$ cat src/rtl/pwm_bank_pkg.sv
package pwm_bank_pkg;
  localparam int WORD_W   = 32;
  localparam int DUTY_W   = 8;   // period counter width; duty field is one wider
  localparam int DIV_W    = 13;
  localparam int RUN_POS  = 31;
  localparam int DUTY_POS = 16;
  localparam int DIV_POS  = 0;
  localparam int OFS_W    = 4;   // 16-byte stride per channel

  localparam logic [WORD_W-1:0] FIELD_MASK =
      (WORD_W'(1) << RUN_POS) |
      (((WORD_W'(1) << (DUTY_W + 1)) - WORD_W'(1)) << DUTY_POS) |
      (((WORD_W'(1) << DIV_W) - WORD_W'(1)) << DIV_POS);

  function automatic logic word_run(input logic [WORD_W-1:0] w);
    return w[RUN_POS];
  endfunction

  function automatic logic [DUTY_W:0] word_duty(input logic [WORD_W-1:0] w);
    return w[DUTY_POS +: DUTY_W + 1];
  endfunction

  function automatic logic [DIV_W-1:0] word_div(input logic [WORD_W-1:0] w);
    return w[DIV_POS +: DIV_W];
  endfunction
endpackage

$ cat src/rtl/pwm_bank_regs.sv
module pwm_bank_regs
  import pwm_bank_pkg::*;
#(
  parameter int NUM_CH = 4,
  parameter int ADDR_W = 8
) (
  input  logic                 clk,
  input  logic                 rst_n,
  input  logic                 wr_en,
  input  logic [ADDR_W-1:0]    addr,
  input  logic [WORD_W-1:0]    wdata,
  output logic [WORD_W-1:0]    rdata,
  output logic                 cfg_run  [NUM_CH],
  output logic [DUTY_W:0]      cfg_duty [NUM_CH],
  output logic [DIV_W-1:0]     cfg_div  [NUM_CH]
);
  localparam int IDX_W = ADDR_W - OFS_W;

  logic [WORD_W-1:0] ctl_q [NUM_CH];
  logic [IDX_W-1:0]  idx;
  logic              aligned;
  logic [NUM_CH-1:0] sel;     // addressed channel, one-hot or empty
  logic [NUM_CH-1:0] wr_hit;  // write event per channel

  assign idx     = addr[ADDR_W-1:OFS_W];
  assign aligned = (addr[OFS_W-1:0] == '0);

  genvar gi;
  generate
    for (gi = 0; gi < NUM_CH; gi++) begin : g_reg
      assign sel[gi]    = aligned && (idx == IDX_W'(gi));
      assign wr_hit[gi] = wr_en && sel[gi];

      always_ff @(posedge clk or negedge rst_n) begin
        if (!rst_n)           ctl_q[gi] <= '0;
        else if (wr_hit[gi])  ctl_q[gi] <= wdata & FIELD_MASK;
      end

      assign cfg_run[gi]  = word_run(ctl_q[gi]);
      assign cfg_duty[gi] = word_duty(ctl_q[gi]);
      assign cfg_div[gi]  = word_div(ctl_q[gi]);

      // a write not aimed at this channel leaves its word alone
      a_r1_other_write_ignored: assert property (@(posedge clk) disable iff (!rst_n)
        !wr_hit[gi] |=> $stable(ctl_q[gi]));

      // an all-zero word clears the channel completely
      a_r8_zero_clears: assert property (@(posedge clk) disable iff (!rst_n)
        (wr_hit[gi] && wdata == '0) |=> (ctl_q[gi] == '0));
    end
  endgenerate

  always_comb begin
    rdata = '0;
    for (int i = 0; i < NUM_CH; i++)
      if (sel[i]) rdata = ctl_q[i];
  end

  // at most one channel answers any address
  a_r1_single_select: assert property (@(posedge clk) disable iff (!rst_n)
    $onehot0(sel));
endmodule

$ cat src/rtl/pwm_chan.sv
module pwm_chan
  import pwm_bank_pkg::*;
(
  input  logic              clk,
  input  logic              rst_n,
  input  logic              cfg_run,
  input  logic [DUTY_W:0]   cfg_duty,
  input  logic [DIV_W-1:0]  cfg_div,
  output logic              pwm_o
);
  logic              run_q;       // run bit delayed one clock
  logic              running;     // counters advance
  logic [DIV_W-1:0]  presc_q;
  logic [DUTY_W-1:0] cnt_q;
  logic [DIV_W-1:0]  act_div_q;   // settings used by the current period
  logic [DUTY_W:0]   act_duty_q;
  logic              tick;        // prescaler terminal count
  logic              period_end;  // last tick of a period

  assign running    = cfg_run && run_q;
  assign tick       = (presc_q == act_div_q);
  assign period_end = tick && (cnt_q == '1);

  always_ff @(posedge clk or negedge rst_n) begin
    if (!rst_n) begin
      run_q      <= 1'b0;
      presc_q    <= '0;
      cnt_q      <= '0;
      act_div_q  <= '0;
      act_duty_q <= '0;
    end else begin
      run_q <= cfg_run;
      if (!running) begin
        presc_q    <= '0;
        cnt_q      <= '0;
        act_div_q  <= cfg_div;
        act_duty_q <= cfg_duty;
      end else begin
        if (tick) begin
          presc_q <= '0;
          cnt_q   <= cnt_q + 1'b1;
        end else begin
          presc_q <= presc_q + 1'b1;
        end
        if (period_end) begin
          act_div_q  <= cfg_div;
          act_duty_q <= cfg_duty;
        end
      end
    end
  end

  assign pwm_o = running && ({1'b0, cnt_q} < act_duty_q);

  // settings in use change only at a period boundary while running
  a_r6_hold_in_period: assert property (@(posedge clk) disable iff (!rst_n)
    (running && !period_end) |=> ($stable(act_duty_q) && $stable(act_div_q)));

  // the period counter advances only on a prescaler tick
  a_r4_count_on_tick: assert property (@(posedge clk) disable iff (!rst_n)
    (running && !tick) |=> $stable(cnt_q));

  // every run starts from zeroed counters
  a_r7_restart_zero: assert property (@(posedge clk) disable iff (!rst_n)
    $rose(running) |-> (cnt_q == '0 && presc_q == '0));
endmodule

$ cat src/rtl/pwm_bank.sv
module pwm_bank
  import pwm_bank_pkg::*;
#(
  parameter int NUM_CH = 4,
  parameter int ADDR_W = 8
) (
  input  logic               clk,
  input  logic               rst_n,
  input  logic               wr_en,
  input  logic [ADDR_W-1:0]  addr,
  input  logic [31:0]        wdata,
  output logic [31:0]        rdata,
  output logic [NUM_CH-1:0]  pwm_out
);
  logic             cfg_run  [NUM_CH];
  logic [DUTY_W:0]  cfg_duty [NUM_CH];
  logic [DIV_W-1:0] cfg_div  [NUM_CH];

  pwm_bank_regs #(.NUM_CH(NUM_CH), .ADDR_W(ADDR_W)) u_regs (
    .clk      (clk),
    .rst_n    (rst_n),
    .wr_en    (wr_en),
    .addr     (addr),
    .wdata    (wdata),
    .rdata    (rdata),
    .cfg_run  (cfg_run),
    .cfg_duty (cfg_duty),
    .cfg_div  (cfg_div)
  );

  genvar gc;
  generate
    for (gc = 0; gc < NUM_CH; gc++) begin : g_chan
      pwm_chan u_chan (
        .clk      (clk),
        .rst_n    (rst_n),
        .cfg_run  (cfg_run[gc]),
        .cfg_duty (cfg_duty[gc]),
        .cfg_div  (cfg_div[gc]),
        .pwm_o    (pwm_out[gc])
      );
    end
  endgenerate

  // a stopped channel never drives high
  generate
    for (gc = 0; gc < NUM_CH; gc++) begin : g_chk
      a_r3_stopped_low: assert property (@(posedge clk) disable iff (!rst_n)
        !cfg_run[gc] |-> !pwm_out[gc]);
    end
  endgenerate
endmodule

$ cat config.mk
export PLATFORM = sky130hd
export DESIGN_NAME = pwm_bank
export DESIGN_NICKNAME = d
export VERILOG_FILES = /design/src/rtl/pwm_bank_pkg.sv /design/src/rtl/pwm_bank_regs.sv /design/src/rtl/pwm_chan.sv /design/src/rtl/pwm_bank.sv
export SDC_FILE = /design/constraint.sdc
export NUM_CORES = 1
export LEC_CHECK = 0
export ABC_AREA = 1
export BUFFER_PORTS_ARGS = -buffer_cell sky130_fd_sc_hd__buf_2
export CORE_MARGIN = 5
export CORE_UTILIZATION = 32
export CTS_CLUSTER_DIAMETER = 200
export CTS_CLUSTER_SIZE = 10
export DETAILED_ROUTE_END_ITERATION = 7
export PLACE_DENSITY = 0.5
export SLEW_MARGIN = 0
export SYNTH_ARGS = -nofsm -noshare
export SYNTH_HDL_FRONTEND = slang
export SYNTH_SLANG_ARGS = --single-unit
$ cat constraint.sdc
create_clock -name clk -period 1.82 [get_ports clk]
set_input_delay 0.091 -clock clk [delete_from_list [all_inputs] [get_ports clk]]
set_output_delay 0.091 -clock clk [all_outputs]
set_load 0.05 [all_outputs]
==> flow_summary.yaml <==
logic_synthesis:
  synth_instances: 1811
  yosys-top-cells-area: "sky130_fd_sc_hd__dfrtp_1 (48%), sky130_fd_sc_hd__nand2_1 (15%), sky130_fd_sc_hd__nand3_1 (9.7%)"
  yosysWarnings: 0
  synth_top_area_cell: "sky130_fd_sc_hd__dfrtp_1"
  ys_seq_area_share_pct: 48.24
  synth_cell_type_count: 31
  ys_seq_elements: 268
  synthDominantCellAreaShare_pct: 48.24
  avgSynthCellArea_um2: 7.676
  netlist_area_mm2: 0.01390
cts:
  clk-insertion-delay-late_ps: 590
  clockBufferDepth: 3
  clock_tree.root_cell: "sky130_fd_sc_hd__clkbuf_16"
  clock_tree.htree_level_count: 1
  cts_inserted_buffers: 30
  tritoncts: "done"
  clkSlewWorstSetupHoldPaths_ps: 60
  clkSinkCount: 268
layout:
  final-seq-area_mm2: 0.006719
  nFillCells: 4522
  multi_input_comb_area_mm2: 0.006228
  nNetsFinal: 2003
  n_antenna_cell: 0
  layout-area-overhead-vs-synth_pct: 20.57
  post_route_cells_drive_above_1_share_pct: 12.47
global_route:
  grt_antenna_before_repair: 0
  grt_first_pass_wirelength_um: 64280
  grt_pass1_vias: 11687
  grt_start_max_net_pins: 60
  global_route.usage.total_pct: 16.64
  gr-total-overflow: 0
critical_path:
  r2r_setup_slk_ps: 160
  r2r_start: "g_chan[0].u_chan.presc_q[6]"
  setup.worst_path.end_class: "primary output"
  worst-r2r-cell-count: 11
  cp_startpoint: "g_chan[2].u_chan.act_duty_q[2]"
  path_class: "reg -> out"
  crit-reg2reg-capture: "g_chan[0].u_chan.act_div_q[5]"
  data_required_time_at_the_worst_endpoint_ps: 1730
  endpoint: "pwm_out[2]"
  crit_fanout: 2
  critical_path_arrival_ps: 1990
  cp-start-kind: "flop"
timing:
  report.final.setup_viol: 4
  fin_skew_ps: 22.87
  fin_crit_sh_pct: 114.1
  hold_viol: 0
  drv_slew: 0
  rsz0062_at_grt: "yes"
  tightest_slew_ps: 979.4
  fmax_mhz: 481.6
  post-route-min-period_ps: 2077
  maxSlewHeadroom_pct: 34.49
  layout_setup_ws_ps: -256.6
die:
  fp-row-count: 76
  die_width_um: 218.4
  start_util_pct: 32.34
  floorplan.core_area_mm2: 0.04298
  fp.dieArea_mm2: 0.04771
  io_pins: 79
  die_height_um: 218.4
detailed_routing:
  detail_route.wl_per_cell_um: 15.62
  detail-route-antenna-nets: 0
  drt_first_iter_violations: 709
  detail_route.wirelength_um: 39200
  route.vias.total: 11805
  drc: 0
  firstDrtPassIters: 6
  detail_route.vias_per_cell: 4.705
place:
  hpwl_um: 28220
  placement.io_buffers: 60
  gp_routability_congestion: 0.8445
  dp_slack_ps: 59.05
power:
  power_mw: 12.74
  powerDensity_mw_per_mm2: 760.0
  peakVddDrop_v: 0.0007331
  static-leakage-power_nw: 8.177
status:
  failed_checks: "setup timing"
  outcome: "finished, violations left"
job:
  cap_viol_max_count: 0
min_path:
  hold_path.class: "in -> reg"
metal layers:
layer	vias up	routed length [µm]	global-route usage, %
met5	-	0	0
met4	0	819	3.894
met3	46	1650	2.438
met2	213	17690	26.26
met1	5595	19040	24.26
li1	5951	-	-
synthesized netlist by cell type:
library cell and n:
sky130_fd_sc_hd__a21oi_1 13, sky130_fd_sc_hd__buf_1 3, sky130_fd_sc_hd__buf_2 23, sky130_fd_sc_hd__buf_4 14, sky130_fd_sc_hd__buf_6 3, sky130_fd_sc_hd__clkbuf_1 40, sky130_fd_sc_hd__clkinv_1 2, sky130_fd_sc_hd__conb_1 1
sky130_fd_sc_hd__dfrtp_1 268, sky130_fd_sc_hd__ha_1 36, sky130_fd_sc_hd__inv_1 198, sky130_fd_sc_hd__inv_2 2, sky130_fd_sc_hd__nand2_1 562, sky130_fd_sc_hd__nand2_2 4, sky130_fd_sc_hd__nand2_4 1, sky130_fd_sc_hd__nand3_1 269
sky130_fd_sc_hd__nand4_1 25, sky130_fd_sc_hd__nor2_1 150, sky130_fd_sc_hd__nor3_1 22, sky130_fd_sc_hd__nor3_4 1, sky130_fd_sc_hd__nor4_4 2, sky130_fd_sc_hd__o2111ai_1 4, sky130_fd_sc_hd__o21ai_0 93, sky130_fd_sc_hd__o21ai_1 5
sky130_fd_sc_hd__o21ai_2 20, sky130_fd_sc_hd__o31ai_1 1, sky130_fd_sc_hd__or2_0 2, sky130_fd_sc_hd__or2_1 1, sky130_fd_sc_hd__or2_2 3, sky130_fd_sc_hd__xnor2_1 10, sky130_fd_sc_hd__xor2_1 33
stage by stage:
| stage | instances | setup TNS [ps] | utilization [%] | hold WS (ps) | area (µm²) |
|---|---|---|---|---|---|
| 4_1_cts | 2498 | -1367 | 38.43 | 20.92 | 16520 |
| 2_1_floorplan | 1819 | 0 | - | -204.6 | 13930 |
| 5_1_grt | 2509 | -1516 | 39.00 | 56.15 | 16760 |
| 6_report | 2509 | -974.5 | 39.00 | 60.79 | 16760 |
| 3_5_place_dp | 2435 | 0 | 35.72 | 30.86 | 15350 |
| 3_3_place_gp | 2435 | 0 | 35.72 | 27.18 | 15350 |
area by class of cell:
| class | instances | area share, % |
|---|---|---|
| clock buffers | 31 | 4.561 |
| clock inverters | 1 | 0.1792 |
| inverters | 202 | 4.539 |
| multi-input cells | 1266 | 37.16 |
| flip-flops and latches | 268 | 40.09 |
| well taps | 585 | 4.367 |
| repair buffers | 156 | 9.107 |
report_power, final:
group          total [mW]  switching [mW]  internal, mW
combinational        1.06           0.684         0.377
sequential           6.35           0.198          6.16
clock                5.32            2.39          2.94
total                12.7            3.27          9.47
critical path: stages, from the launching register on:
cell	delay [ps]
sky130_fd_sc_hd__dfrtp_1	380
sky130_fd_sc_hd__inv_1	100
sky130_fd_sc_hd__ha_4	210
sky130_fd_sc_hd__a21oi_2	120
sky130_fd_sc_hd__o21ai_1	60
sky130_fd_sc_hd__nand2_1	70
sky130_fd_sc_hd__o2111ai_2	120
sky130_fd_sc_hd__nor2_2	140
sky130_fd_sc_hd__buf_6	170
flip-flops by register name, summed over array words and instances, names as in the netlist:
| register | count |
|---|---|
| g_chan.u_chan.cnt_q | 32 |
| u_regs.cfg_div | 52 |
| u_regs.cfg_duty | 36 |
| g_chan.u_chan.presc_q | 52 |
| g_chan.u_chan.act_duty_q | 36 |
| g_chan.u_chan.act_div_q | 52 |
| g_chan.u_chan.run_q | 4 |
| u_regs.cfg_run | 4 |
what timing repair did:
item | 4_1_cts | 5_1_grt
pin swaps | 6 | 20
setup endpoints to repair | 4 | 61
hold buffers | 26 | 0
gates resized for setup | 23 | 42
hold endpoints to repair | 360 | 0
buffers inserted | 5 | 11
kinds of logic after synthesis:
| group | share of synthesized area, % |
|---|---|
| compound gates | 5.562 |
| xor+xnor | 2.709 |
| fa+ha+maj | 3.240 |
| buf+inv | 8.442 |
| flops | 48.24 |
| other cells | 0.02697 |
| simple gates | 31.78 |
worst min path at each step:
| stage | start | to | slack (ps) | cells after the start |
|---|---|---|---|---|
| 6_report | wr_en | u_regs.cfg_div[10] | 60 | 4 |
| 3_3_place_gp | rst_n | g_chan[2].u_chan.cnt_q[0] | 30 | 1 |
| 5_1_grt | wr_en | u_regs.cfg_duty[0] | 60 | 4 |
| 3_5_place_dp | rst_n | g_chan[2].u_chan.cnt_q[0] | 30 | 1 |
| 4_1_cts | wr_en | u_regs.cfg_div[2] | 20 | 4 |
| 2_1_floorplan | rst_n | g_chan[0].u_chan.act_div_q[0] | -200 | 0 |
cell usage in the layout, fill, tap and decap left out, types with 3 or more instances in the layout:
cell type                       instances
sky130_fd_sc_hd__inv_1                194
sky130_fd_sc_hd__buf_6                  6
sky130_fd_sc_hd__buf_12                29
sky130_fd_sc_hd__dfrtp_2               10
sky130_fd_sc_hd__nand4_1               25
sky130_fd_sc_hd__buf_4                 46
sky130_fd_sc_hd__dfrtp_1              258
sky130_fd_sc_hd__o2111ai_2              4
sky130_fd_sc_hd__nand3_1              269
sky130_fd_sc_hd__inv_2                  5
sky130_fd_sc_hd__ha_4                   7
sky130_fd_sc_hd__xor2_1                33
sky130_fd_sc_hd__nor2_2                 6
sky130_fd_sc_hd__a21oi_2                7
sky130_fd_sc_hd__a21oi_1                6
sky130_fd_sc_hd__xnor2_1               10
sky130_fd_sc_hd__buf_2                 44
sky130_fd_sc_hd__or2_2                  3
sky130_fd_sc_hd__clkbuf_4               3
sky130_fd_sc_hd__nor2_1               144
sky130_fd_sc_hd__clkbuf_16             30
sky130_fd_sc_hd__dlygate4sd3_1         26
sky130_fd_sc_hd__conb_1                 9
sky130_fd_sc_hd__o21ai_0               88
sky130_fd_sc_hd__nand2_2                8
sky130_fd_sc_hd__ha_1                  28
sky130_fd_sc_hd__nand2_1              558
sky130_fd_sc_hd__o21ai_2               20
sky130_fd_sc_hd__o21ai_1               10
sky130_fd_sc_hd__nor3_1                21
(Power assumes the default switching activity.)
